**config.mk**
```make
export PLATFORM = sky130hd
export DESIGN_NAME = opt_serial_prog
export DESIGN_NICKNAME = d
export VERILOG_FILES = /design/src/rtl/opt_pkg.sv /design/src/rtl/opt_edge_det.sv /design/src/rtl/opt_shift_fsm.sv /design/src/rtl/opt_store.sv /design/src/rtl/opt_decode.sv /design/src/rtl/opt_serial_prog.sv
export SDC_FILE = /design/constraint.sdc
export NUM_CORES = 1
export LEC_CHECK = 0
export BUFFER_PORTS_ARGS = -buffer_cell sky130_fd_sc_hd__buf_2
export CORE_UTILIZATION = 40
export CTS_CLUSTER_SIZE = 10
export DETAILED_ROUTE_END_ITERATION = 8
export GPL_TIMING_DRIVEN = 0
export PLACE_DENSITY = 0.72
export SYNTH_ARGS = -nofsm -noshare
export SYNTH_HDL_FRONTEND = slang
export SYNTH_HIERARCHICAL = 1
export SYNTH_SLANG_ARGS = --single-unit
```
**constraint.sdc**
```tcl
create_clock -name clk -period 1.31 [get_ports clk]
set_clock_uncertainty 0.15 [all_clocks]
set_input_delay 0.1965 -clock clk [delete_from_list [all_inputs] [get_ports clk]]
set_output_delay 0.1965 -clock clk [all_outputs]
set_load 0.005 [all_outputs]
```
**src/rtl/opt_pkg.sv**
```systemverilog
package opt_pkg;
    localparam int WORD_W   = 14;
    localparam int MODE_W   = 2;

    localparam int GAIN_W   = 2;
    localparam int INTEG_W  = 2;
    localparam int EMIT_W   = 2;
    localparam int LOWBAT_W = 3;

    // fields packed MSB-first in shift order; each 1-bit flag follows
    localparam int TONE_LSB   = 0;
    localparam int EOL_LSB    = TONE_LSB + 1;
    localparam int LBH_LSB    = EOL_LSB + 1;
    localparam int HUSH_LSB   = LBH_LSB + 1;
    localparam int DRIFT_LSB  = HUSH_LSB + 1;
    localparam int LOWBAT_LSB = DRIFT_LSB + 1;
    localparam int EMIT_LSB   = LOWBAT_LSB + LOWBAT_W;
    localparam int INTEG_LSB  = EMIT_LSB + EMIT_W;
    localparam int GAIN_LSB   = INTEG_LSB + INTEG_W;

    localparam logic [MODE_W-1:0] MODE_IDLE = 2'd0;
    localparam logic [MODE_W-1:0] MODE_PROG = 2'd1;
    localparam logic [MODE_W-1:0] MODE_RW   = 2'd2;

    typedef enum logic [1:0] {
        ST_IDLE,
        ST_PROG,
        ST_LOAD,
        ST_READ
    } opt_state_e;
endpackage

```
**src/rtl/opt_edge_det.sv**
```systemverilog
module opt_edge_det #(
    parameter int N = 2
) (
    input  logic         clk,
    input  logic         rst_n,
    input  logic [N-1:0] lvl_i,
    output logic [N-1:0] rise_o
);
    logic [N-1:0] prev_q;

    always_ff @(posedge clk) begin
        if (!rst_n) prev_q <= '0;
        else        prev_q <= lvl_i;
    end

    for (genvar g = 0; g < N; g++) begin : g_rise
        assign rise_o[g] = lvl_i[g] & ~prev_q[g];
    end
endmodule

```
**src/rtl/opt_shift_fsm.sv**
```systemverilog
module opt_shift_fsm
    import opt_pkg::*;
#(
    parameter int W = WORD_W
) (
    input  logic              clk,
    input  logic              rst_n,
    input  logic [MODE_W-1:0] mode_i,
    input  logic              shift_i,
    input  logic              data_i,
    input  logic              commit_req_i,
    input  logic [W-1:0]      store_word_i,
    output logic [W-1:0]      shreg_o,
    output logic              commit_o,
    output logic              serial_o
);
    opt_state_e state_q, state_d;
    logic [W-1:0] shreg_q;

    always_comb begin
        state_d = ST_IDLE;
        unique case (state_q)
            ST_IDLE: begin
                if (mode_i == MODE_PROG)    state_d = ST_PROG;
                else if (mode_i == MODE_RW) state_d = ST_LOAD;
                else                        state_d = ST_IDLE;
            end
            ST_PROG: begin
                if (mode_i == MODE_PROG)    state_d = ST_PROG;
                else if (mode_i == MODE_RW) state_d = ST_LOAD;
                else                        state_d = ST_IDLE;
            end
            ST_LOAD: begin
                if (mode_i == MODE_RW)        state_d = ST_READ;
                else if (mode_i == MODE_PROG) state_d = ST_PROG;
                else                          state_d = ST_IDLE;
            end
            ST_READ: begin
                if (mode_i == MODE_RW)        state_d = ST_READ;
                else if (mode_i == MODE_PROG) state_d = ST_PROG;
                else                          state_d = ST_IDLE;
            end
        endcase
    end

    always_ff @(posedge clk) begin
        if (!rst_n) begin
            state_q <= ST_IDLE;
            shreg_q <= '0;
        end else begin
            state_q <= state_d;
            if (state_q == ST_LOAD)
                shreg_q <= store_word_i;
            else if (shift_i && (state_q == ST_PROG || state_q == ST_READ))
                shreg_q <= {shreg_q[W-2:0], data_i};
        end
    end

    // output process
    always_comb begin
        commit_o = 1'b0;
        serial_o = 1'b0;
        unique case (state_q)
            ST_IDLE: ;
            ST_LOAD: ;
            ST_PROG: commit_o = commit_req_i;
            ST_READ: begin
                commit_o = commit_req_i;
                serial_o = shreg_q[W-1];
            end
        endcase
    end

    assign shreg_o = shreg_q;

    // shifting moves left, data enters at bit 0
    a_r2_shift_left: assert property (@(posedge clk) disable iff (!rst_n)
        (shift_i && (state_q == ST_PROG || state_q == ST_READ))
        |=> (shreg_q == {$past(shreg_q[W-2:0]), $past(data_i)}));

    // the reload cycle copies the stored word into the shift register
    a_r7_reload: assert property (@(posedge clk) disable iff (!rst_n)
        (state_q == ST_LOAD) |=> (shreg_q == $past(store_word_i)));
endmodule

```
**src/rtl/opt_store.sv**
```systemverilog
module opt_store #(
    parameter int W = opt_pkg::WORD_W
) (
    input  logic         clk,
    input  logic         rst_n,
    input  logic         commit_i,
    input  logic [W-1:0] word_i,
    output logic [W-1:0] word_o
);
    logic [W-1:0] word_q;

    always_ff @(posedge clk) begin
        if (!rst_n)        word_q <= '0;
        else if (commit_i) word_q <= word_i;
    end

    assign word_o = word_q;

    // stored word only changes after a commit
    a_r4_commit_only: assert property (@(posedge clk) disable iff (!rst_n)
        !$stable(word_q) |-> $past(commit_i));
endmodule

```
**src/rtl/opt_decode.sv**
```systemverilog
module opt_decode
    import opt_pkg::*;
(
    input  logic [WORD_W-1:0]   word_i,
    output logic [GAIN_W-1:0]   gain_o,
    output logic [INTEG_W-1:0]  integ_o,
    output logic [EMIT_W-1:0]   emit_o,
    output logic [LOWBAT_W-1:0] lowbat_o,
    output logic                drift_en_o,
    output logic                hush_o,
    output logic                lb_hush_o,
    output logic                eol_en_o,
    output logic                tone_o
);
    assign gain_o     = word_i[GAIN_LSB   +: GAIN_W];
    assign integ_o    = word_i[INTEG_LSB  +: INTEG_W];
    assign emit_o     = word_i[EMIT_LSB   +: EMIT_W];
    assign lowbat_o   = word_i[LOWBAT_LSB +: LOWBAT_W];
    assign drift_en_o = word_i[DRIFT_LSB];
    assign hush_o     = word_i[HUSH_LSB];
    assign lb_hush_o  = word_i[LBH_LSB];
    assign eol_en_o   = word_i[EOL_LSB];
    assign tone_o     = word_i[TONE_LSB];
endmodule

```
**src/rtl/opt_serial_prog.sv**
```systemverilog
module opt_serial_prog
    import opt_pkg::*;
(
    input  logic        clk,
    input  logic        rst_n,
    input  logic [1:0]  mode_i,
    input  logic        prog_clk_i,
    input  logic        prog_data_i,
    input  logic        prog_en_i,
    output logic        serial_o,
    output logic [1:0]  gain_o,
    output logic [1:0]  integ_o,
    output logic [1:0]  emit_o,
    output logic [2:0]  lowbat_o,
    output logic        drift_en_o,
    output logic        hush_o,
    output logic        lb_hush_o,
    output logic        eol_en_o,
    output logic        tone_o
);
    localparam int N_EDGE = 2;

    logic [N_EDGE-1:0] rise;
    logic [WORD_W-1:0] shreg, store_word;
    logic              commit;

    opt_edge_det #(.N(N_EDGE)) u_edge (
        .clk    (clk),
        .rst_n  (rst_n),
        .lvl_i  ({prog_en_i, prog_clk_i}),
        .rise_o (rise)
    );

    opt_shift_fsm #(.W(WORD_W)) u_fsm (
        .clk          (clk),
        .rst_n        (rst_n),
        .mode_i       (mode_i),
        .shift_i      (rise[0]),
        .data_i       (prog_data_i),
        .commit_req_i (rise[1]),
        .store_word_i (store_word),
        .shreg_o      (shreg),
        .commit_o     (commit),
        .serial_o     (serial_o)
    );

    opt_store #(.W(WORD_W)) u_store (
        .clk      (clk),
        .rst_n    (rst_n),
        .commit_i (commit),
        .word_i   (shreg),
        .word_o   (store_word)
    );

    opt_decode u_dec (
        .word_i     (store_word),
        .gain_o     (gain_o),
        .integ_o    (integ_o),
        .emit_o     (emit_o),
        .lowbat_o   (lowbat_o),
        .drift_en_o (drift_en_o),
        .hush_o     (hush_o),
        .lb_hush_o  (lb_hush_o),
        .eol_en_o   (eol_en_o),
        .tone_o     (tone_o)
    );

    logic idle_mode;
    assign idle_mode = (mode_i == MODE_IDLE) || (mode_i == 2'd3);

    // serial output quiet unless read/write mode was selected
    a_r10_serial_quiet: assert property (@(posedge clk) disable iff (!rst_n)
        ($past(mode_i) != MODE_RW) |-> !serial_o);

    // idle mode never alters the option fields
    a_r6_idle_hold: assert property (@(posedge clk) disable iff (!rst_n)
        idle_mode |=> ##1 $stable({gain_o, integ_o, emit_o, lowbat_o,
                                   drift_en_o, hush_o, lb_hush_o, eol_en_o, tone_o}));
endmodule

```
Word-level counts from Yosys, hierarchy flattened
Index checks and enable logic that the tools add are counted.
- register bits: 32
- bits in latches: 0
- memory bits (writable): 0
- bits in read-only memories: 0
- bits of input ports: 7
- word-level logic and storage cells: 29
- memories: 0
- add/subtract/negate cells: 0
- multipliers: 0
- div/mod/pow operators: 0
- magnitude comparators: 0
- equality and inequality tests: 5
- shifts and indexed selects: 0
- mux-type cells: 9
- bitwise operators: 4
- reductions and logical operators: 7
- operators with widths (cell ; count):
    $mux W14 ; 2
    $eq A2 B2 Y1 const B ; 3
    $mux W2 ; 3
    $reduce_or A2 Y1 ; 3
    $eq A2 B1 Y1 const B ; 2
    $pmux W2 S2 ; 1
    $mux W1 ; 3
    $and A1 B1 Y1 ; 2
    $logic_not A2 Y1 ; 1
    $not A1 Y1 ; 2
    $reduce_bool A2 Y1 ; 1
    $logic_and A1 B1 Y1 ; 1
    $logic_or A1 B1 Y1 ; 1

Longest topological paths before layout
- depth in word-level cells: 5
- gate-level depth with buffers: 6
- mapped depth without buffers: 4

Cells and area by module
Netlist, hierarchy kept.
- modules (own cells, without submodules) (module ; instances ; cells an instance ; area an instance (µm²) ; seq. area each (µm²)):
    opt_shift_fsm ; 1 ; 89 ; 694.4 ; 320.3
    opt_store ; 1 ; 45 ; 543.0 ; 280.3
    opt_decode ; 1 ; 14 ; 105.1 ; 0.0
    opt_edge_det ; 1 ; 6 ; 80.1 ; 40.0

Worst setup path before layout
Ideal clock, no wire load.
- path type: reg2reg
- start: register u_edge.prev_q[1]
- end: register u_store.word_q[10] (netlist: u_store/word_o[10])
- arrival time: 991 ps
- required time: 1044 ps
- setup slack: 53 ps
- cell stages (with the launch flop): 7
- buffers on the path: 2
- clock period less this slack: 1257 ps
- path through: dfxtp_1 nor2b_4 and2_1 buf_6 buf_12 mux2i_1 nor2b_1
- longest elaborated chain between the ends: 3
- ends and longest elaborated chain (what ; RTL line ; RTL):
    start: declaration ; opt_edge_det.sv:9 ; logic [N-1:0] prev_q;
    start signal: assignment ; opt_edge_det.sv:13 ; else prev_q <= lvl_i;
    $not A1 Y1 ; opt_edge_det.sv:17 ; assign rise_o[g] = lvl_i[g] & ~prev_q[g];
    $and A1 B1 Y1 ; opt_edge_det.sv:17 ;
    named net rise[1] ; opt_serial_prog.sv:23 ; logic [N_EDGE-1:0] rise;
    $mux W1 ; opt_shift_fsm.sv:63 ; unique case (state_q)
    named net commit ; opt_serial_prog.sv:25 ; logic commit;
    end signal: assignment ; opt_store.sv:14 ; else if (commit_i) word_q <= word_i;
    end: declaration ; opt_store.sv:10 ; logic [W-1:0] word_q;
The timed path passes the listed nets, and every way through them passes these cells.
A chain may end at the register's enable or synchronous reset.

Final worst setup path
- start: register u_fsm.state_q[1]
- end: output port serial_o
- longest elaborated chain between the ends: 2
- ends and longest elaborated chain (what ; RTL line ; RTL):
    start: declaration ; opt_shift_fsm.sv:17 ; opt_state_e state_q, state_d;
    start signal: assignment ; opt_shift_fsm.sv:51 ; state_q <= state_d;
    $eq A2 B2 Y1 ; opt_shift_fsm.sv:63 ;
    $mux W1 ; opt_shift_fsm.sv:63 ;
    end: declaration ; opt_serial_prog.sv:10 ; output logic serial_o,
No other way between the ends.

==> flow_summary_export.csv <==
group,metric,value,unit
die,std_cell_rows,21,
synth,netlist_top_cells_area,"sky130_fd_sc_hd__dfxtp_1 45%, sky130_fd_sc_hd__mux2i_1 9.9%, sky130_fd_sc_hd__buf_4 8.4%, sky130_fd_sc_hd__nand2_1 7.7%, sky130_fd_sc_hd__a31oi_1 6.2%",
pwr,pwr_density_cell,1020,nW/um^2
critical_path,worst_ep_arrival_time,0.95,ns
synth,post_synth.cell_area_avg,9.24,sq um
sta,report.final.hold_viol_count,0,
critical_path,crit_path_start_kind,"flop",
sta,fmaxAchievable,771,MHz
synth,yosys_register_bits,32,
drt,drt_pre_antenna_iters,5,
final_layout,layout.filler_cells,352,
place,gp_congestion,0.758,
global_routing,grtUsageTotal,15.7,%
pwr,total_leakage_power,0.698,nW
critical_path,end_kind,"output port",
worst_hold_path,min-delay-path-class,"primary input to flop",
final_layout,area_growth,20.5,%
sta,hold_ws,0.0399,ns
global_routing,grt_pass1_vias,936,
run,max_cap_violations,0,
drt,route.vias.total,1076,
sta,fin_setup_tns,0,ns
final_layout,final_design_area_no_fill,1710,sq um
final_layout,finish.net_count,194,
synth,netlist-cell-type-count,20,
die,die_height,61.6,microns
synth,synth_edf_count,0,
drt,detail_route.vias_per_cell,4.64,
die,core_region_area,3360,sq um
sta,max-slew-margin-rel,73.2,%
die,start_util,42.3,%
global_routing,grt_remaining_overflow,0,
clock_network,clock_tree.htree_level_count,2,
pwr,vdd.ir_drop.worst,495,uV
synth,ys_warn_count,6,
sta,post-route-min-period,1.30,ns
sta,setup_viol_count_final,0,
final_layout,final_core_utilization,51.0,%
synth,post-synth-top-count-cell,"sky130_fd_sc_hd__dfxtp_1",
pwr,post-layout-total-power,0.00175,W
clock_network,cts_root_buffer,"sky130_fd_sc_hd__clkbuf_4",
drt,first_iter_violations,47,
die,die_area,3800,sq um
place,dpl-instance-area,1590,sq um
sta,worstMarginPinSlew,0.402,ns
critical_path,critPathMaxFanout,4,
drt,drt-wirelength-per-cell,11.9,microns
global_routing,grt_pass1_wl,4.25,mm
drt,route.detailed.drc,0,
place,detailedPlacementHpwl,1.71,mm
clock_network,tritoncts,"built",
clock_network,number_of_sinks_on_the_clock_net,32,
critical_path,required,0.96,ns
synth,synth.yosys.seq_area_share,45.0,%
sta,slew_viol_final,0,
sta,min_period_over_period,99.1,%
synth,yosys.area.top_type,"sky130_fd_sc_hd__dfxtp_1",
clock_network,clk_latency,0.33,ns
synth,syn_nets,163,
critical_path,timing.setup.critical_path_class,"flop to output port",
drt,routed_wire_length,2.76,mm
clock_network,clockBufferDepth,2,
synth,synth_top_cell_area_share,45.0,%
global_routing,grt_antenna_before_repair,0,
drt,final_antenna_net_count,0,
final_layout,final_layout_size_suffix_gt1_share,33.9,%
synth,postSynth.topFlopCell,"sky130_fd_sc_hd__dfxtp_1",
synth,synth.cell_area,1420,sq um
die,floorplan.io_pins,22,
run_status,run_status,"finished clean",
synth,asyncSetResetFlopFracSynth,0,%
global_routing,grt_max_degree,15,
clock_network,worst_setup_hold_path_clk_slew,0.10,ns
clock_network,tritoncts.num_buffers,5,
synth,synth_common_cells,"32 x sky130_fd_sc_hd__dfxtp_1, 29 x sky130_fd_sc_hd__nand2_1, 16 x sky130_fd_sc_hd__buf_4",
sta,grt_setup_unrepaired,"true",
die,fp.dieW,61.6,microns
synth,post_synth_inst_count,154,
place,placement.io_buffers,21,
final_layout,diodes,0,
metal layers:
metal | GRT usage, % | vias to the layer above | wire length (microns)
li1 | - | 563 | -
met1 | 20.1 | 480 | 1390
met2 | 23.5 | 27 | 1190
met3 | 4.41 | 6 | 123
met4 | 9.21 | 0 | 52
met5 | 0 | - | 0
registers in the layout, indices dropped and copies added (netlist names):
name	cells
u_fsm/state_q	2
u_store/word_o	14
u_edge/prev_q	2
u_fsm/shreg_o	14
logic make-up (layout without fill, tap and decap cells):
family          Yosys count  after routing  share of synthesized area (%)
simple gates             53             53                           19.3
flops                    32             32                           45.0
compound gates           29             29                           11.8
buf+inv                  24             56                           12.2
mux                      14             14                           9.85
fa+ha+maj                 2              2                           1.76
stage by stage:
step | cells | worst slack, ns
detailed placement | 221 | -0.168
floorplan | 154 | 0.0534
global placement | 221 | -0.115
CTS | 231 | -0.00280
finish | 232 | 0.0123
global route | 232 | -0.0300
where the power goes:
group	switching (W)	internal (W)
registers	0.0000193	0.000997
logic	0.0000694	0.0000715
clock network	0.000327	0.000265
layout by cell type, fill, tap and decap left out, drive strengths merged:
cell and count:
mux2i 14, and3 1, a31oi 14, o21ai 14, ha 2, nand2b 1, and2 4, clkbuf 11
o211a 1, buf 41, inv 2, dfxtp 32, nor2b 16, and2b 1, nand2 30, dlygate4sd3 2
worst paths after layout:
check                         start           endpoint  slack (ns)  cells past startpoint
setup / recovery   u_fsm/state_q[1]           serial_o        0.01                      2
setup reg to reg   u_edge/prev_q[0]   u_fsm/shreg_o[7]        0.03                      5
hold / removal          prog_data_i   u_fsm/shreg_o[0]        0.04                      3
hold reg to reg   u_fsm/shreg_o[13]  u_fsm/shreg_o[13]        0.33                      2
repair_timing:
item | 4_1_cts | 5_1_grt
hold endpoints to repair | 2 | 0
endpoints found under the setup margin | 25 | 26
resized for setup | 8 | 13
cloned | 0 | 1
pin swaps | 1 | 1
buffers inserted | 1 | 0
hold buffers | 2 | 0
worst max-delay path, cell delays in order (launching register included):
cell and delay [ns]:
sky130_fd_sc_hd__dfxtp_2 0.35, sky130_fd_sc_hd__and3_1 0.15, sky130_fd_sc_hd__buf_2 0.12
cell type report:
cell class	instances	area (sq um)	share of cell area [%]
plain buffers	21	164	9.56
clock buffers	8	58.8	3.43
inverters	2	7.51	0.438
multi-input cells	98	614	35.8
flip-flops and latches	32	654	38.2
well taps	46	57.6	3.36
repair buffers	25	158	9.20
Power figures use the tool's default switching activity.
